==> config.mk <==
export PLATFORM = sky130hd
export DESIGN_NAME = uart_core
export DESIGN_NICKNAME = d
export VERILOG_FILES = /design/src/rtl/uart_pkg.sv /design/src/rtl/uart_baud.sv /design/src/rtl/uart_tx.sv /design/src/rtl/uart_rx.sv /design/src/rtl/uart_core.sv
export SDC_FILE = /design/constraint.sdc
export NUM_CORES = 1
export LEC_CHECK = 0
export BUFFER_PORTS_ARGS = -buffer_cell sky130_fd_sc_hd__clkbuf_2
export CELL_PAD_IN_SITES_DETAIL_PLACEMENT = 1
export CELL_PAD_IN_SITES_GLOBAL_PLACEMENT = 1
export CORE_ASPECT_RATIO = 1.4
export CORE_MARGIN = 2
export CORE_UTILIZATION = 45
export DETAILED_ROUTE_END_ITERATION = 16
export PLACE_DENSITY = 0.78
export SLEW_MARGIN = 25
export SYNTH_ARGS = -nofsm -noshare
export SYNTH_HDL_FRONTEND = slang
export SYNTH_SLANG_ARGS = --single-unit
==> constraint.sdc <==
create_clock -name clk -period 5.8 [get_ports clk]
set_input_delay 0.58 -clock clk [delete_from_list [all_inputs] [get_ports clk]]
set_output_delay 0.58 -clock clk [all_outputs]
set_load 0.01 [all_outputs]
==> src/rtl/uart_pkg.sv <==
package uart_pkg;
    localparam int DATA_W = 8;
    localparam int DIV_W  = 16;
    localparam int ADDR_W = 3;
    localparam int LEN_W  = $clog2(DATA_W);

    localparam logic [ADDR_W-1:0] A_FMT  = 3'd0;
    localparam logic [ADDR_W-1:0] A_DIVH = 3'd1;
    localparam logic [ADDR_W-1:0] A_DIVL = 3'd2;
    localparam logic [ADDR_W-1:0] A_CTRL = 3'd3;
    localparam logic [ADDR_W-1:0] A_STAT = 3'd4;
    localparam logic [ADDR_W-1:0] A_TXB  = 3'd5;
    localparam logic [ADDR_W-1:0] A_RXB  = 3'd6;

    typedef enum logic [1:0] {
        PAR_NONE = 2'b00,
        PAR_EVEN = 2'b01,
        PAR_ODD  = 2'b10,
        PAR_OFF  = 2'b11
    } par_mode_e;

    typedef struct packed {
        logic             stop2;
        par_mode_e        par;
        logic [LEN_W-1:0] len_m1;
    } frame_cfg_t;

    typedef struct packed {
        logic run;
        logic rx_ie;
        logic tx_ie;
        logic rx_en;
        logic tx_en;
    } ctrl_t;

    typedef struct packed {
        logic brk;
        logic frm;
        logic ovr;
        logic par;
    } rx_err_t;

    typedef enum logic [2:0] {
        TX_IDLE, TX_START, TX_DATA, TX_PAR, TX_STOP
    } tx_state_e;

    typedef enum logic [2:0] {
        RX_IDLE, RX_START, RX_DATA, RX_PAR, RX_STOP, RX_WAIT
    } rx_state_e;

    function automatic logic [DATA_W-1:0] len_mask(input logic [LEN_W-1:0] len_m1);
        return {DATA_W{1'b1}} >> (LEN_W'(DATA_W - 1) - len_m1);
    endfunction

    function automatic logic par_on(input par_mode_e m);
        return (m == PAR_EVEN) || (m == PAR_ODD);
    endfunction

    function automatic logic par_bit(input logic [DATA_W-1:0] d, input frame_cfg_t c);
        logic p;
        p = ^(d & len_mask(c.len_m1));
        return (c.par == PAR_ODD) ? ~p : p;
    endfunction
endpackage

==> src/rtl/uart_baud.sv <==
module uart_baud #(
    parameter int DIV_W = 16
) (
    input  logic             clk,
    input  logic             rst,
    input  logic             restart,
    input  logic [DIV_W-1:0] div,
    output logic             tick
);
    logic [DIV_W-1:0] cnt;

    always_ff @(posedge clk) begin
        if (rst || restart || cnt == '0) begin
            cnt <= div;
        end else begin
            cnt <= cnt - 1'b1;
        end
    end

    assign tick = !rst && !restart && (cnt == '0);
endmodule

==> src/rtl/uart_tx.sv <==
module uart_tx
    import uart_pkg::*;
(
    input  logic              clk,
    input  logic              rst,
    input  logic              en,
    input  logic              tick,
    input  logic              full,
    input  frame_cfg_t        cfg,
    input  logic [DATA_W-1:0] din,
    output logic              load,
    output logic              idle,
    output logic              txd
);
    tx_state_e         st;
    logic [2:0]        ph;
    logic [LEN_W-1:0]  bi;
    logic              si;
    logic              pb;
    logic [DATA_W-1:0] sh;

    assign load = (st == TX_IDLE) && en && full;
    assign idle = (st == TX_IDLE);

    always_ff @(posedge clk) begin
        if (rst) begin
            st  <= TX_IDLE;
            txd <= 1'b1;
            ph  <= '0;
            bi  <= '0;
            si  <= 1'b0;
            pb  <= 1'b0;
            sh  <= '0;
        end else begin
            case (st)
                TX_IDLE: begin
                    if (load) begin
                        st  <= TX_START;
                        txd <= 1'b0;
                        sh  <= din;
                        pb  <= par_bit(din, cfg);
                        ph  <= 3'd7;
                    end
                end
                default: begin
                    if (tick) begin
                        if (ph != 3'd0) begin
                            ph <= ph - 1'b1;
                        end else begin
                            ph <= 3'd7;
                            case (st)
                                TX_START: begin
                                    st  <= TX_DATA;
                                    txd <= sh[0];
                                    sh  <= sh >> 1;
                                    bi  <= '0;
                                end
                                TX_DATA: begin
                                    if (bi == cfg.len_m1) begin
                                        si <= 1'b0;
                                        if (par_on(cfg.par)) begin
                                            st  <= TX_PAR;
                                            txd <= pb;
                                        end else begin
                                            st  <= TX_STOP;
                                            txd <= 1'b1;
                                        end
                                    end else begin
                                        bi  <= bi + 1'b1;
                                        txd <= sh[0];
                                        sh  <= sh >> 1;
                                    end
                                end
                                TX_PAR: begin
                                    st  <= TX_STOP;
                                    txd <= 1'b1;
                                end
                                TX_STOP: begin
                                    if (cfg.stop2 && !si) si <= 1'b1;
                                    else                  st <= TX_IDLE;
                                end
                                default: st <= TX_IDLE;
                            endcase
                        end
                    end
                end
            endcase
        end
    end
endmodule

==> src/rtl/uart_rx.sv <==
module uart_rx
    import uart_pkg::*;
(
    input  logic              clk,
    input  logic              rst,
    input  logic              en,
    input  logic              tick,
    input  logic              rxd,
    input  frame_cfg_t        cfg,
    output logic              restart,
    output logic              done,
    output logic              perr,
    output logic              ferr,
    output logic              brk,
    output logic [DATA_W-1:0] data
);
    rx_state_e         st;
    logic [2:0]        ph;
    logic [LEN_W-1:0]  bi;
    logic              si, zero, pacc, pbad, fbad;
    logic [DATA_W-1:0] sh;
    logic              low_seen, brk_now, exp_par;

    assign restart  = (st == RX_IDLE) && en && !rxd;
    assign low_seen = fbad || !rxd;
    assign brk_now  = zero && !rxd;
    assign exp_par  = (cfg.par == PAR_ODD) ? ~pacc : pacc;

    always_ff @(posedge clk) begin
        done <= 1'b0;
        perr <= 1'b0;
        ferr <= 1'b0;
        brk  <= 1'b0;
        if (rst) begin
            st   <= RX_IDLE;
            ph   <= '0;
            bi   <= '0;
            si   <= 1'b0;
            zero <= 1'b0;
            pacc <= 1'b0;
            pbad <= 1'b0;
            fbad <= 1'b0;
            sh   <= '0;
            data <= '0;
        end else begin
            case (st)
                RX_IDLE: begin
                    if (restart) begin
                        st <= RX_START;
                        ph <= 3'd3;
                    end
                end
                RX_WAIT: begin
                    if (rxd) st <= RX_IDLE;
                end
                default: begin
                    if (tick) begin
                        if (ph != 3'd0) begin
                            ph <= ph - 1'b1;
                        end else begin
                            ph <= 3'd7;
                            case (st)
                                RX_START: begin
                                    if (rxd) begin
                                        st <= RX_IDLE;
                                    end else begin
                                        st   <= RX_DATA;
                                        bi   <= '0;
                                        zero <= 1'b1;
                                        pacc <= 1'b0;
                                        pbad <= 1'b0;
                                        fbad <= 1'b0;
                                        sh   <= '0;
                                    end
                                end
                                RX_DATA: begin
                                    sh   <= {rxd, sh[DATA_W-1:1]};
                                    pacc <= pacc ^ rxd;
                                    zero <= zero & !rxd;
                                    if (bi == cfg.len_m1) begin
                                        si <= 1'b0;
                                        st <= par_on(cfg.par) ? RX_PAR : RX_STOP;
                                    end else begin
                                        bi <= bi + 1'b1;
                                    end
                                end
                                RX_PAR: begin
                                    pbad <= (rxd != exp_par);
                                    zero <= zero & !rxd;
                                    st   <= RX_STOP;
                                end
                                RX_STOP: begin
                                    if (cfg.stop2 && !si) begin
                                        si   <= 1'b1;
                                        fbad <= low_seen;
                                        zero <= zero & !rxd;
                                    end else begin
                                        st   <= RX_WAIT;
                                        data <= sh >> (LEN_W'(DATA_W - 1) - cfg.len_m1);
                                        done <= !brk_now;
                                        perr <= !brk_now && pbad;
                                        ferr <= !brk_now && low_seen;
                                        brk  <= brk_now;
                                    end
                                end
                                default: st <= RX_IDLE;
                            endcase
                        end
                    end
                end
            endcase
        end
    end
endmodule

==> src/rtl/uart_core.sv <==
module uart_core
    import uart_pkg::*;
(
    input  logic              clk,
    input  logic              rst,
    input  logic              wr_en,
    input  logic              rd_en,
    input  logic [ADDR_W-1:0] addr,
    input  logic [DATA_W-1:0] wdata,
    output logic [DATA_W-1:0] rdata,
    input  logic              rxd,
    output logic              txd,
    output logic              tx_irq,
    output logic              rx_irq
);
    frame_cfg_t        cfg_q;
    logic [DIV_W-1:0]  div_q;
    ctrl_t             ctrl_q;
    logic [DATA_W-1:0] tx_buf, rx_buf, rx_data;
    logic              tx_full, rx_ready;
    rx_err_t           err_q;
    logic              soft_rst, tx_ready, tx_idle_s, tx_load;
    logic              tx_tick, rx_tick, rx_restart;
    logic              rx_done, rx_perr, rx_ferr, rx_brk;
    logic [1:0]        rx_sync;
    logic              wr_txb, rd_rxb;

    assign soft_rst = rst || !ctrl_q.run;
    assign wr_txb   = wr_en && (addr == A_TXB);
    assign rd_rxb   = rd_en && (addr == A_RXB);
    assign tx_ready = !tx_full;

    always_ff @(posedge clk) begin
        if (rst) begin
            cfg_q  <= frame_cfg_t'(6'b000111);
            div_q  <= '0;
            ctrl_q <= '0;
        end else if (wr_en) begin
            case (addr)
                A_FMT:   cfg_q  <= frame_cfg_t'(wdata[5:0]);
                A_DIVH:  div_q[DIV_W-1:DATA_W] <= wdata;
                A_DIVL:  div_q[DATA_W-1:0]     <= wdata;
                A_CTRL:  ctrl_q <= ctrl_t'(wdata[4:0]);
                default: ;
            endcase
        end
    end

    always_ff @(posedge clk) begin
        if (rst) rx_sync <= 2'b11;
        else     rx_sync <= {rx_sync[0], rxd};
    end

    always_ff @(posedge clk) begin
        if (soft_rst) begin
            tx_full  <= 1'b0;
            tx_buf   <= '0;
            rx_ready <= 1'b0;
            rx_buf   <= '0;
            err_q    <= '0;
        end else begin
            if (wr_txb) begin
                tx_full <= 1'b1;
                tx_buf  <= wdata;
            end else if (tx_load) begin
                tx_full <= 1'b0;
            end
            if (rx_done) begin
                rx_ready <= 1'b1;
                rx_buf   <= rx_data;
            end else if (rd_rxb) begin
                rx_ready <= 1'b0;
            end
            err_q.par <= err_q.par | rx_perr;
            err_q.frm <= err_q.frm | rx_ferr;
            err_q.brk <= err_q.brk | rx_brk;
            err_q.ovr <= err_q.ovr | (rx_done && rx_ready);
        end
    end

    uart_baud #(.DIV_W(DIV_W)) i_tx_baud (
        .clk(clk), .rst(soft_rst), .restart(tx_load), .div(div_q), .tick(tx_tick)
    );

    uart_baud #(.DIV_W(DIV_W)) i_rx_baud (
        .clk(clk), .rst(soft_rst), .restart(rx_restart), .div(div_q), .tick(rx_tick)
    );

    uart_tx i_tx (
        .clk(clk), .rst(soft_rst), .en(ctrl_q.tx_en), .tick(tx_tick),
        .full(tx_full), .cfg(cfg_q), .din(tx_buf),
        .load(tx_load), .idle(tx_idle_s), .txd(txd)
    );

    uart_rx i_rx (
        .clk(clk), .rst(soft_rst), .en(ctrl_q.rx_en), .tick(rx_tick),
        .rxd(rx_sync[1]), .cfg(cfg_q), .restart(rx_restart),
        .done(rx_done), .perr(rx_perr), .ferr(rx_ferr), .brk(rx_brk), .data(rx_data)
    );

    assign tx_irq = ctrl_q.run && ctrl_q.tx_en && ctrl_q.tx_ie && tx_ready;
    assign rx_irq = ctrl_q.run && ctrl_q.rx_ie && (rx_ready || err_q.brk);

    always_comb begin
        case (addr)
            A_FMT:   rdata = {2'b00, cfg_q};
            A_DIVH:  rdata = div_q[DIV_W-1:DATA_W];
            A_DIVL:  rdata = div_q[DATA_W-1:0];
            A_CTRL:  rdata = {3'b000, ctrl_q};
            A_STAT:  rdata = {1'b0, err_q, rx_ready, tx_idle_s && !tx_full, tx_ready};
            A_RXB:   rdata = rx_buf;
            default: rdata = '0;
        endcase
    end
endmodule

# Yosys cells after proc, flatten, opt, wreduce, memory -nomap -nowiden
# Cells that the tools add are included.
# W data, S select, Z words.
# totals
reg_bits,137
mem_bits_rw,0
latchBits,0
elab_cells,256
output_inout_bits,11
rom_bits,0
inputBits,16
mem_count,0
# classes
add_sub_neg,7
n_mux,67
div,0
n_reduce_logical,84
shift,2
multipliers,0
eq_ne,37
n_bitwise,17
order_cmp,0
# op_table
op,n
$mux W3,23
$mux W8,6
$pmux W8 S6,1
$reduce_and A6 Y1,6
$logic_not A16 Y1,2
$mux W16,2
$pmux W8 S2,2
$sub A16 B1 Y16 const B,2
$reduce_and A5 Y1,6
$pmux W3 S2,4
$pmux W3 S4,2
$logic_and A1 B1 Y1,22
$reduce_bool A2 Y1,10
$mux W1,19
$eq A3 B2 Y1 const B,6
$eq A3 B3 Y1 const B,6
$reduce_bool A3 Y1,5
$ne A2 B2 Y1 const B,6
$reduce_and A2 Y1,6
$ne A2 B1 Y1 const B,5
$not A1 Y1,10
$pmux W1 S2,5
$eq A3 B1 Y1 const B,3
$logic_not A1 Y1,9
27 further kinds,46

# Logic depth before layout (Yosys ltp)
# depth
ltp_word,8
mapped_depth,9
mapped_depth_nobuf,8

# Cells and area by module
# A second synthesis with hierarchy kept.
# unflattened
hier_cells,801
area_unflattened_um2,7278.2
# modules_own_cells
module,area_each_um2,instances,cells_per_inst,seq_area_each_um2
uart_core,2197.1,1,233,1021.0
uart_rx,2000.7,1,242,680.7
uart_baud,897.1,2,88,320.3
uart_tx,1286.2,1,150,400.4

# Least setup slack after synthesis
# Ideal clock, no wire load.
# synth_timing
path_type,input-to-output
from,input port addr[1]
to,output port rdata[1]
n_path_buf,2
slack_ns,3.411
cell_stages,6
t_required_ns,5.220
t_arrival_ns,1.809
cell_sequence,clkbuf_1 clkbuf_1 nand2_1 o311ai_0 o21ai_0 o22ai_1
# synth_via
elab_chain_len,2
word_cells_on_any_way,7
cone_classes,5 x eq/ne; 1 x mux; 1 x reduce/logical
# synth_rtl
element,line_no,source
from (decl),uart_core.sv:8,"input logic [ADDR_W-1:0] addr,"
$eq A3 B3 Y1 (tied with other cells),uart_core.sv:105,case (addr)
$pmux W8 S6 *,uart_core.sv:105,
to (decl),uart_core.sv:10,"output logic [DATA_W-1:0] rdata,"
# Mark *: on every way between the ends. The rest lies on a longest branch, timed or not.

# Worst setup path after layout
# layout_timing
from,register i_tx.st[2]
to,output port rdata[1]
# layout_via
elab_chain_len,3
# layout_rtl
element,line_no,source
from (decl),uart_tx.sv:15,tx_state_e st;
from (signal assigned),uart_tx.sv:27,st <= TX_IDLE;
from (signal assigned),uart_tx.sv:38,st <= TX_START;
from (signal assigned),uart_tx.sv:53,st <= TX_DATA;
$logic_not A3 Y1,uart_tx.sv:23,assign idle = (st == TX_IDLE);
$logic_and A1 B1 Y1,uart_core.sv:110,"A_STAT: rdata = {1'b0, err_q, rx_ready, tx_idle_s && !tx_full, tx_ready};"
$pmux W8 S6,uart_core.sv:105,
# Every way passes these cells.

==> impl_metrics.tcl <==
set metrics [dict create \
    maxSlewViolCount 0 \
    cp_max_fo 10 \
    grt_remaining_overflow 0 \
    period_minus_slack_ns 3.03 \
    dpl.hpwl_um 14200 \
    yosys.area.top_type "dfxtp_1" \
    die_h_um 149 \
    synth_edf_count 0 \
    cts_root_buf "clkbuf_16" \
    area_delta_synth_final_pct 11.2 \
    wirelength_um 20000 \
    portBuffers 26 \
    syn-cell-area_mm2 0.00678 \
    finalWeightedCongestion 0.844 \
    grt_start_max_net_pins 67 \
    endpoint_kind "output port" \
    cts.sinks 137 \
    yosys_warnings 0 \
    crit_type "register to output port" \
    status "finished clean" \
    p_per_area_mw_per_mm2 287 \
    postCtsHoldBufs 0 \
    post-route-util_pct 50.8 \
    slowest_stage "or3_1" \
    cp_cell_sequence "or3_1 -> o311ai_0 -> o21ai_0 -> o22ai_1 -> clkbuf_2" \
    combPwrFrac_pct 7.8 \
    finalHoldViolations 0 \
    pwr-share-seq_pct 44.9 \
    ys_seq_area_share_pct 40.4 \
    power_frac_clock_pct 47.3 \
    ios 27 \
    start_util_pct 45.7 \
    dp.cells 993 \
    rsz0062_at_grt "false" \
    fmax_mhz 330 \
    setup_violations 0 \
    min_delay_path_depth 2 \
    numCtsBuffers 17 \
    leakagePower_nw 2.74 \
    ff2ff_path_depth 7 \
    synth_nets 849 \
    relSlewSlack_pct 35.7 \
    hp-class "primary input to register" \
    synthTopCellsByCount "137 x dfxtp_1, 137 x nand2_1, 74 x nor2_1" \
    ant_nets 0 \
    cp_data_arrival_time_ns 2.45 \
    p_sw_share_pct 25.8 \
    tns_ns 0 \
    dieArea_mm2 0.0161 \
    syn_area_per_cell_um2 8.25 \
    layout.nets 847 \
    syn_inst 822 \
    fin_crit_sh_pct 52.3 \
    final_cells 1024 \
    drt-pass1-iter-count 4 \
    grt_pass1_vias 6234 \
    clkTransAtPathRegs_ns 0.06 \
    vias 5946 \
    ys.flop_type "dfxtp_1" \
    cts_max_path_buffers 2 \
    via_per_inst 5.81 \
    p_switching_mw 0.558 \
    antenna_found_initial 0 \
    post-cts-setup-buffers 0 \
    critPathMaxStageDelay_ns 0.66 \
    cap_violations 0 \
    synth_area_leaders "dfxtp_1 40%, nand2_1 7.6%, mux2i_1 5.2%" \
    intPower_mw 1.61 \
    drc 0 \
    grt.total_usage_pct 25.6 \
    clock_latency_ns 0.43 \
    timing.hold.ws_ns 0.381 \
    drtIter0Drc 287 \
    ys_seq_elements 137 \
    yosysUniqueCellTypes 68 \
    grt_pass1_wl_um 31900 \
    tightestPinTransition_ns 0.963 \
    cts_resized 0 \
    drive_gt1_share_pct 11.1 \
    core-area_mm2 0.0149 \
    ir_drop_mv 0.124 \
    rrSetupSlack_ns 2.86 \
    num_antenna_cells 0 \
    row_count 53 \
    fp.dieW_um 108 \
    yosysTopAreaCellShare_pct 40.4 \
    skew_ns 0.0104 \
    htree_levels 4 \
    async_flop_share_pct 0 \
    cts_tree "built" \
    worst_ep_required_time_ns 5.22 \
    wl_per_cell_um 19.5 \
    start_kind "register" \
]
[critical path: cells and delay by family (launching register included)]
kind	cells	cell delay, ns
flip-flops	1	0.42
AND/OR/NAND/NOR	1	0.66
AO/OA/AOI/OAI	3	0.77
buffers and inverters	1	0.16
[kinds of logic (layout without fill, tap and decap cells)]
logic type      count (synthesis)  in the layout  synth area share [%]
buf+inv                        69             79                  3.98
compound gates                179            179                  16.0
simple gates                  339            339                  24.7
xor+xnor                       38             38                  4.91
mux                            48             48                  7.82
fa+ha+maj                      12             12                  2.18
flops                         137            137                  40.4
[power groups by stage]
stage / Clock (mW) / Combinational [mW] / Sequential (mW)
floorplan: 0 / 0.126 / 0.981
global placement: 0 / 0.157 / 0.991
detailed placement: 0 / 0.164 / 0.992
CTS: 1.03 / 0.167 / 0.972
global route: 1.08 / 0.184 / 0.973
finish: 1.02 / 0.168 / 0.972
[final cells by class]
class / instances / area, um2
Clock inverter: 14 / 125
Tap cell: 192 / 240
Fill cell: 1803 / 7310
Timing Repair Buffer: 29 / 153
Sequential cell: 137 / 2740
Clock buffer: 17 / 425
Inverter: 19 / 71.3
Multi-Input combinational cell: 616 / 3790
[state kept, by name, indices dropped and copies added (netlist names), 3 cells and up]
| signal | flops |
|---|---|
| i_rx.bi | 3 |
| i_tx.sh | 8 |
| i_tx.st | 3 |
| div_q | 16 |
| rx_buf | 8 |
| ctrl_q | 5 |
| tx_buf | 8 |
| i_rx_baud.cnt | 16 |
| cfg_q | 6 |
| i_rx.st | 3 |
| i_rx.data | 8 |
| i_tx.bi | 3 |
| i_rx.ph | 3 |
| err_q | 4 |
| i_rx.sh | 8 |
| i_tx_baud.cnt | 16 |
| i_tx.ph | 3 |
[stage by stage]
stage / worst slack [ns] / power (mW) / instance area (um2)
after CTS: 2.32 / 2.17 / 7530
after global placement: 2.21 / 1.15 / 6980
after floorplan: 3.41 / 1.11 / 6780
after global routing: 2.61 / 2.24 / 7540
final: 2.77 / 2.16 / 7540
after detailed placement: 1.95 / 1.16 / 6980
[per-layer routing]
metal	vias up	GRT usage, %	part of all wire (%)
met2	94	47.4	55
met1	2948	27.5	40
met4	0	11.3	2.7
met3	30	5.46	2.6
met5	-	0	0
li1	2874	-	-
[path summary, 6_finish.rpt]
kind                                  from    endpoint
worst min-delay path                   rxd  rx_sync[0]
worst max register to register   ctrl_q[4]   i_rx.pacc
worst max-delay path            i_tx.st[2]    rdata[1]
worst min register to register  rx_sync[0]  rx_sync[1]
[placed cells by master (no fill, tap or decap), drive strengths merged, types with 5 or more instances in the layout]
master,count
nand2b,10
nand3,21
nor4,14
xor2,15
dfxtp,137
nor2,74
nand4,8
or3,12
a22oi,11
xnor2,23
and3,5
a211oi,15
a21oi,58
nor3b,5
and2,7
clkbuf,43
mux2,10
ha,11
nor3,16
nand2,137
o21ai,58
inv,22
mux2i,35
nor2b,13
clkinvlp,6
o22ai,8
Note: power is estimated with default switching activity, not from simulation.
